$ cat src/rtl/carry_cluster_pkg.sv
package carry_cluster_pkg;
   typedef enum logic {
      CHAIN_FULL  = 1'b0,
      CHAIN_UPPER = 1'b1
   } chain_start_e;

   typedef enum logic {
      HOP_RIPPLE = 1'b0,
      HOP_SELECT = 1'b1
   } hop_kind_e;

   function automatic int unsigned ttab_width(input int unsigned n_in);
      return 32'd1 << n_in;
   endfunction
endpackage

$ cat src/rtl/carry_cluster_lutbank.sv
module carry_cluster_lutbank #(
   parameter int W      = 20,
   parameter int LUT_IN = 4,
   parameter int AW     = 6
) (
   input  logic                                           clk,
   input  logic                                           rst,
   input  logic                                           cfg_we,
   input  logic [AW-1:0]                                  cfg_idx,
   input  logic [carry_cluster_pkg::ttab_width(LUT_IN)-1:0] cfg_tt,
   input  logic [W*LUT_IN-1:0]                            din,
   output logic [W-1:0]                                   opa,
   output logic [W-1:0]                                   opb
);
   localparam int TTW  = carry_cluster_pkg::ttab_width(LUT_IN);
   localparam int NLUT = 2 * W;

   logic [NLUT-1:0][TTW-1:0] tt_q;

   always_ff @(posedge clk) begin
      if (rst) begin
         tt_q <= '0;
      end else if (cfg_we) begin
         for (int k = 0; k < NLUT; k++) begin
            if (cfg_idx == AW'(k)) tt_q[k] <= cfg_tt;
         end
      end
   end

   for (genvar i = 0; i < W; i++) begin : g_bit
      logic [LUT_IN-1:0] nib;
      assign nib    = din[i*LUT_IN +: LUT_IN];
      assign opa[i] = tt_q[2*i][nib];
      assign opb[i] = tt_q[2*i+1][nib];
   end
endmodule

$ cat src/rtl/carry_cluster_slice.sv
module carry_cluster_slice #(
   parameter int                          BPS  = 2,
   parameter carry_cluster_pkg::hop_kind_e HOP = carry_cluster_pkg::HOP_SELECT
) (
   input  logic [BPS-1:0] a,
   input  logic [BPS-1:0] b,
   input  logic           cin,
   output logic [BPS-1:0] s,
   output logic           cout
);
   if (HOP == carry_cluster_pkg::HOP_SELECT) begin : g_sel
      logic [BPS-1:0] s_lo, s_hi;
      logic           c_lo, c_hi;
      always_comb begin
         c_lo = 1'b0;
         c_hi = 1'b1;
         for (int j = 0; j < BPS; j++) begin
            s_lo[j] = a[j] ^ b[j] ^ c_lo;
            s_hi[j] = a[j] ^ b[j] ^ c_hi;
            c_lo    = (a[j] & b[j]) | (c_lo & (a[j] ^ b[j]));
            c_hi    = (a[j] & b[j]) | (c_hi & (a[j] ^ b[j]));
         end
      end
      assign s    = cin ? s_hi : s_lo;
      assign cout = cin ? c_hi : c_lo;
   end else begin : g_rip
      always_comb begin
         logic c;
         c = cin;
         for (int j = 0; j < BPS; j++) begin
            s[j] = a[j] ^ b[j] ^ c;
            c    = (a[j] & b[j]) | (c & (a[j] ^ b[j]));
         end
         cout = c;
      end
   end
endmodule

$ cat src/rtl/carry_cluster_chain.sv
module carry_cluster_chain #(
   parameter int                          NSLICE = 10,
   parameter int                          BPS    = 2,
   parameter int                          ALT    = 5,
   parameter carry_cluster_pkg::hop_kind_e HOP   = carry_cluster_pkg::HOP_SELECT
) (
   input  logic [NSLICE*BPS-1:0] a,
   input  logic [NSLICE*BPS-1:0] b,
   input  logic                  cin,
   input  logic                  upper,
   output logic [NSLICE*BPS-1:0] s,
   output logic                  cout
);
   localparam int W     = NSLICE * BPS;
   localparam int LOW_W = ALT * BPS;

   logic [NSLICE:0] c;
   logic [W-1:0]    raw;

   for (genvar k = 0; k < NSLICE; k++) begin : g_slice
      logic hop_in;
      if (k == 0) begin : g_first
         assign hop_in = upper ? 1'b0 : cin;
      end else if (k == ALT) begin : g_alt
         // lower half's carry is dropped when the chain begins here
         assign hop_in = upper ? cin : c[k];
      end else begin : g_mid
         assign hop_in = c[k];
      end
      carry_cluster_slice #(.BPS(BPS), .HOP(HOP)) u_slice (
         .a    (a[k*BPS +: BPS]),
         .b    (b[k*BPS +: BPS]),
         .cin  (hop_in),
         .s    (raw[k*BPS +: BPS]),
         .cout (c[k+1])
      );
   end

   assign c[0] = 1'b0;
   assign s    = upper ? {raw[W-1:LOW_W], {LOW_W{1'b0}}} : raw;
   assign cout = c[NSLICE];
endmodule

$ cat src/rtl/carry_cluster.sv
module carry_cluster #(
   parameter int                          NSLICE = 10,
   parameter int                          BPS    = 2,
   parameter int                          LUT_IN = 4,
   parameter int                          ALT    = 5,
   parameter carry_cluster_pkg::hop_kind_e HOP   = carry_cluster_pkg::HOP_SELECT
) (
   input  logic                                   clk,
   input  logic                                   rst,
   input  logic                                   cfg_we,
   input  logic [$clog2(2*NSLICE*BPS)-1:0]        cfg_idx,
   input  logic [(1<<LUT_IN)-1:0]                 cfg_tt,
   input  logic [NSLICE*BPS*LUT_IN-1:0]           din,
   input  logic                                   carry_in,
   input  logic                                   sub,
   input  logic                                   cnt_en,
   input  logic                                   cnt_up,
   input  logic                                   ce,
   input  logic                                   sclr,
   input  logic                                   start_upper,
   output logic [NSLICE*BPS-1:0]                  sum_o,
   output logic [NSLICE*BPS-1:0]                  q_o,
   output logic                                   carry_out
);
   localparam int W  = NSLICE * BPS;
   localparam int AW = $clog2(2 * W);

   if (NSLICE < 2 || BPS < 1 || LUT_IN < 1) begin : g_bad_size
      initial $fatal(1, "carry_cluster: size parameters out of range");
   end
   if (ALT < 1 || ALT >= NSLICE) begin : g_bad_alt
      initial $fatal(1, "carry_cluster: alternate start must be an inner slice");
   end

   logic [W-1:0] lut_a, lut_b;
   logic [W-1:0] add_a, add_b;
   logic         add_ci;

   carry_cluster_lutbank #(.W(W), .LUT_IN(LUT_IN), .AW(AW)) u_luts (
      .clk     (clk),
      .rst     (rst),
      .cfg_we  (cfg_we),
      .cfg_idx (cfg_idx),
      .cfg_tt  (cfg_tt),
      .din     (din),
      .opa     (lut_a),
      .opb     (lut_b)
   );

   // counting reuses the adder: up is q+0+1, down is q+all-ones+0
   always_comb begin
      if (cnt_en) begin
         add_a  = q_o;
         add_b  = cnt_up ? '0 : '1;
         add_ci = cnt_up;
      end else begin
         add_a  = lut_a;
         add_b  = lut_b ^ {W{sub}};
         add_ci = carry_in ^ sub;
      end
   end

   carry_cluster_chain #(.NSLICE(NSLICE), .BPS(BPS), .ALT(ALT), .HOP(HOP)) u_chain (
      .a     (add_a),
      .b     (add_b),
      .cin   (add_ci),
      .upper (start_upper),
      .s     (sum_o),
      .cout  (carry_out)
   );

   always_ff @(posedge clk) begin
      if (rst) begin
         q_o <= '0;
      end else if (ce) begin
         if (sclr) q_o <= '0;
         else      q_o <= sum_o;
      end
   end
endmodule

$ cat config.mk
export PLATFORM = sky130hd
export DESIGN_NAME = carry_cluster
export DESIGN_NICKNAME = d
export VERILOG_FILES = /design/src/rtl/carry_cluster_pkg.sv /design/src/rtl/carry_cluster_lutbank.sv /design/src/rtl/carry_cluster_slice.sv /design/src/rtl/carry_cluster_chain.sv /design/src/rtl/carry_cluster.sv
export SDC_FILE = /design/constraint.sdc
export NUM_CORES = 2
export LEC_CHECK = 0
export BUFFER_PORTS_ARGS = -buffer_cell sky130_fd_sc_hd__buf_4
export CELL_PAD_IN_SITES_DETAIL_PLACEMENT = 0
export CELL_PAD_IN_SITES_GLOBAL_PLACEMENT = 1
export CORE_AREA = 2 2 252 254
export CTS_BUF_LIST = sky130_fd_sc_hd__clkbuf_8
export DETAILED_ROUTE_END_ITERATION = 8
export DIE_AREA = 0 0 254 256
export GPL_TIMING_DRIVEN = 0
export PLACE_DENSITY_LB_ADDON = 0.15
export SETUP_SLACK_MARGIN = 0.4
export SLEW_MARGIN = 0
export SYNTH_ARGS = -nofsm -noshare
export SYNTH_HDL_FRONTEND = slang
export SYNTH_SLANG_ARGS = --single-unit
$ cat constraint.sdc
create_clock -name clk -period 13.3 [get_ports clk]
set_input_delay 1.33 -clock clk [delete_from_list [all_inputs] [get_ports clk]]
set_output_delay 1.33 -clock clk [all_outputs]
set_load 0.01 [all_outputs]
==> qor.yml <==
global_routing:
  grt_util_all_layers_pct: 32.6
  antenna_found_initial: 5
  grt_pass1_vias: 25389
  grt_start_max_net_pins: 15
  grt-ovfl-total: 0
  grt_first_pass_wirelength_um: 158000
layout:
  multi_input_area_um2: 15600
  layout_commonest_cell: "nand2_1"
  final_util_pct: 54.9
  final_area_um2: 34200
  layout-drive-gt1-share_pct: 14.0
  num-fill-cells: 5823
  nNetsFinal: 3777
  regArea_um2: 13200
  syn2layout_area_growth_pct: 13.5
  final_cell_mix: "nand2_1, dfxtp_1, a21oi_1"
worst_hold_path:
  hold_class: "register to register"
  min-delay-start: "u_luts.tt_q[349]"
worst_setup_path:
  worstSetupPathType: "input port to output pin"
  crit_slowest_cell: "fa_1"
  crit_path_frequent_cell: "fa_1"
  cpPeakStageDelay_ns: 0.62
  critPathLaunch: "cnt_en"
  crit_path_end_kind: "output pin"
  r2r-start: "u_luts.tt_q[31]"
  start_kind: "input port"
  crit_path_max_fanout: 10
  required_ns: 11.97
  worstPathArrival_ns: 11.25
power:
  sequentialPowerShare_pct: 46.1
  pwr-share-comb_pct: 9.5
  ir_drop_v: 0.0000673
  cell_internal_pwr_mw: 3.19
  leakagePower_nw: 11.5
  p_switching_mw: 1.15
  power.total_mw: 4.33
  power.share.clock_pct: 44.4
  switching_share_pct: 26.5
  power_per_cell_area_nw_per_um2: 127
routing:
  first_pass_iters: 6
  drc: 0
  ant_nets: 0
  drt_iter0_markers: 2619
  wl_per_cell_um: 23.6
  vias_per_cell: 5.83
  vias: 26594
  wirelength_um: 108000
cts:
  clock_path_buffers: 3
  clk_latency_ns: 0.74
  cts_root_buf: "clkbuf_8"
  clkTransAtPathRegs_ns: 0.05
  cts_tree: "yes"
  cts_num_sinks: 660
  h-tree-depth: 3
  cts_setup_buffers: 0
  cts_buffers: 114
synth:
  syn_inst: 3439
  synthFlopType: "dfxtp_1"
  yosys_register_bits: 660
  yosysUniqueCellTypes: 58
  synth_edf_count: 0
  syn_nets: 3581
  syn_avg_cell_area_um2: 8.77
  synth_area_um2: 30200
  postSynth.asyncResetShare_pct: 0
  synth-seq-area-share_pct: 43.8
  yosys_warnings: 0
place:
  place.gp.congestion: 0.934
  place_area_um2: 31900
  port_buffers: 76
  dpl.hpwl_um: 73000
timing:
  rsz0062_at_grt: "no"
  hold_viol: 0
  period_needed_ns: 12.58
  fin_crit_sh_pct: 94.6
  holdWs_ns: 0.451
  skew_ns: 0.0357
  slew_viol_final: 0
  finalSetupViolations: 0
  maxSlewHeadroom_pct: 2.36
  max_freq_ghz: 0.0795
  worst_pin_slew_ns: 1.46
floorplanning:
  die_area_um2: 65000
  core_um2: 62400
  die_x_um: 254
  die_h_um: 256
  ioPinCount: 153
  start_util_pct: 48.3
  rows: 92
run_status:
  status: "complete, no violations"
flow_run:
  cap_viol_max_count: 0
## registers in the layout, summed over array words and instances (netlist names)
register / cells
u_luts.tt_q: 640
q_o: 20
## synthesized netlist by cell type, types with 9 or more instances
library cell / count / area [um^2]
fa_1: 10 / 200
nand2b_1: 33 / 206
ha_1: 20 / 250
nor2b_1: 28 / 175
nor2_1: 181 / 679
a21oi_1: 539 / 2700
and2_1: 13 / 81.3
buf_2: 38 / 190
nand2_1: 1066 / 4000
a211o_1: 9 / 78.8
nand3_1: 14 / 70.1
mux2i_1: 176 / 1760
mux4_2: 170 / 3830
o22ai_1: 16 / 100
nand3b_1: 11 / 82.6
and3_1: 16 / 100
dfxtp_1: 660 / 13200
clkbuf_1: 265 / 995
inv_1: 9 / 33.8
or2_2: 16 / 100
## layout make-up
type                       count  share of cell area, %
multi-input combinational   2449                   45.6
sequential                   660                   38.6
clock buffer                 139                   5.59
buffer                       321                   3.93
tap                          846                   3.09
timing repair buffer          80                   1.84
clock inverter                55                   1.24
inverter                       9                 0.0987
antenna                        1                0.00731
## path summary, 6_finish.rpt
kind,cells past startpoint,to,slack [ns]
worst min register to register,2,u_luts.tt_q[349],0.45
worst min-delay path,2,u_luts.tt_q[349],0.45
worst max register to register,34,q_o[19],3.50
worst max-delay path,34,sum_o[19],0.72
## timing repair
item / 4_1_cts / 5_1_grt
resized for setup: 10 / 7
setup endpoints to repair: 4 / 1
hold buffers: 0 / 0
## worst max-delay path, delay by kind of cell
| family | cells | cell delay (ns) |
|---|---|---|
| AOI/OAI and AO/OA | 8 | 1.28 |
| muxes | 4 | 0.69 |
| and+or+nand+nor | 5 | 0.68 |
| buffers and inverters | 6 | 1.76 |
| adders and majority gates | 11 | 5.44 |
## through the flow
step | setup TNS (ns) | std cells | setup slack [ns]
6_report | 0 | 4560 | 0.715
5_1_grt | 0 | 4559 | 0.438
4_1_cts | 0 | 4559 | 0.489
3_3_place_gp | -2.49 | 4361 | -1.03
2_1_floorplan | 0 | 3439 | 2.53
3_5_place_dp | -1.14 | 4365 | -0.662
## power groups by stage
stage / Clock [mW] / Sequential (mW) / Combinational, mW
global route: 2.03 / 2.00 / 0.430
global placement: 0 / 2.04 / 0.398
floorplan: 0 / 2.04 / 0.217
detailed placement: 0 / 2.04 / 0.404
finish: 1.92 / 2.00 / 0.411
CTS: 1.94 / 2.00 / 0.405
## per-layer routing
metal	up-vias	share of wire [%]	GRT usage, %
met2	1279	46	51.1
met3	245	9.1	7.03
met4	4	4.1	14.2
met1	13012	41	43.5
met5	-	0.016	0
li1	12054	-	-
## cells by family (layout without fill, tap and decap cells)
| logic type | Yosys count | in the layout | share of synthesized area [%] |
|---|---|---|---|
| AO/OA/AOI/OAI | 615 | 615 | 10.9 |
| XOR/XNOR | 11 | 11 | 0.320 |
| adder cells (fa/ha/maj) | 30 | 30 | 1.49 |
| buffers and inverters | 330 | 604 | 4.50 |
| flip-flops | 660 | 660 | 43.8 |
| multiplexers | 348 | 348 | 18.6 |
| other | 0 | 1 | 0 |
| AND/OR/NAND/NOR | 1445 | 1445 | 20.3 |
Power figures use the tool's default switching activity.
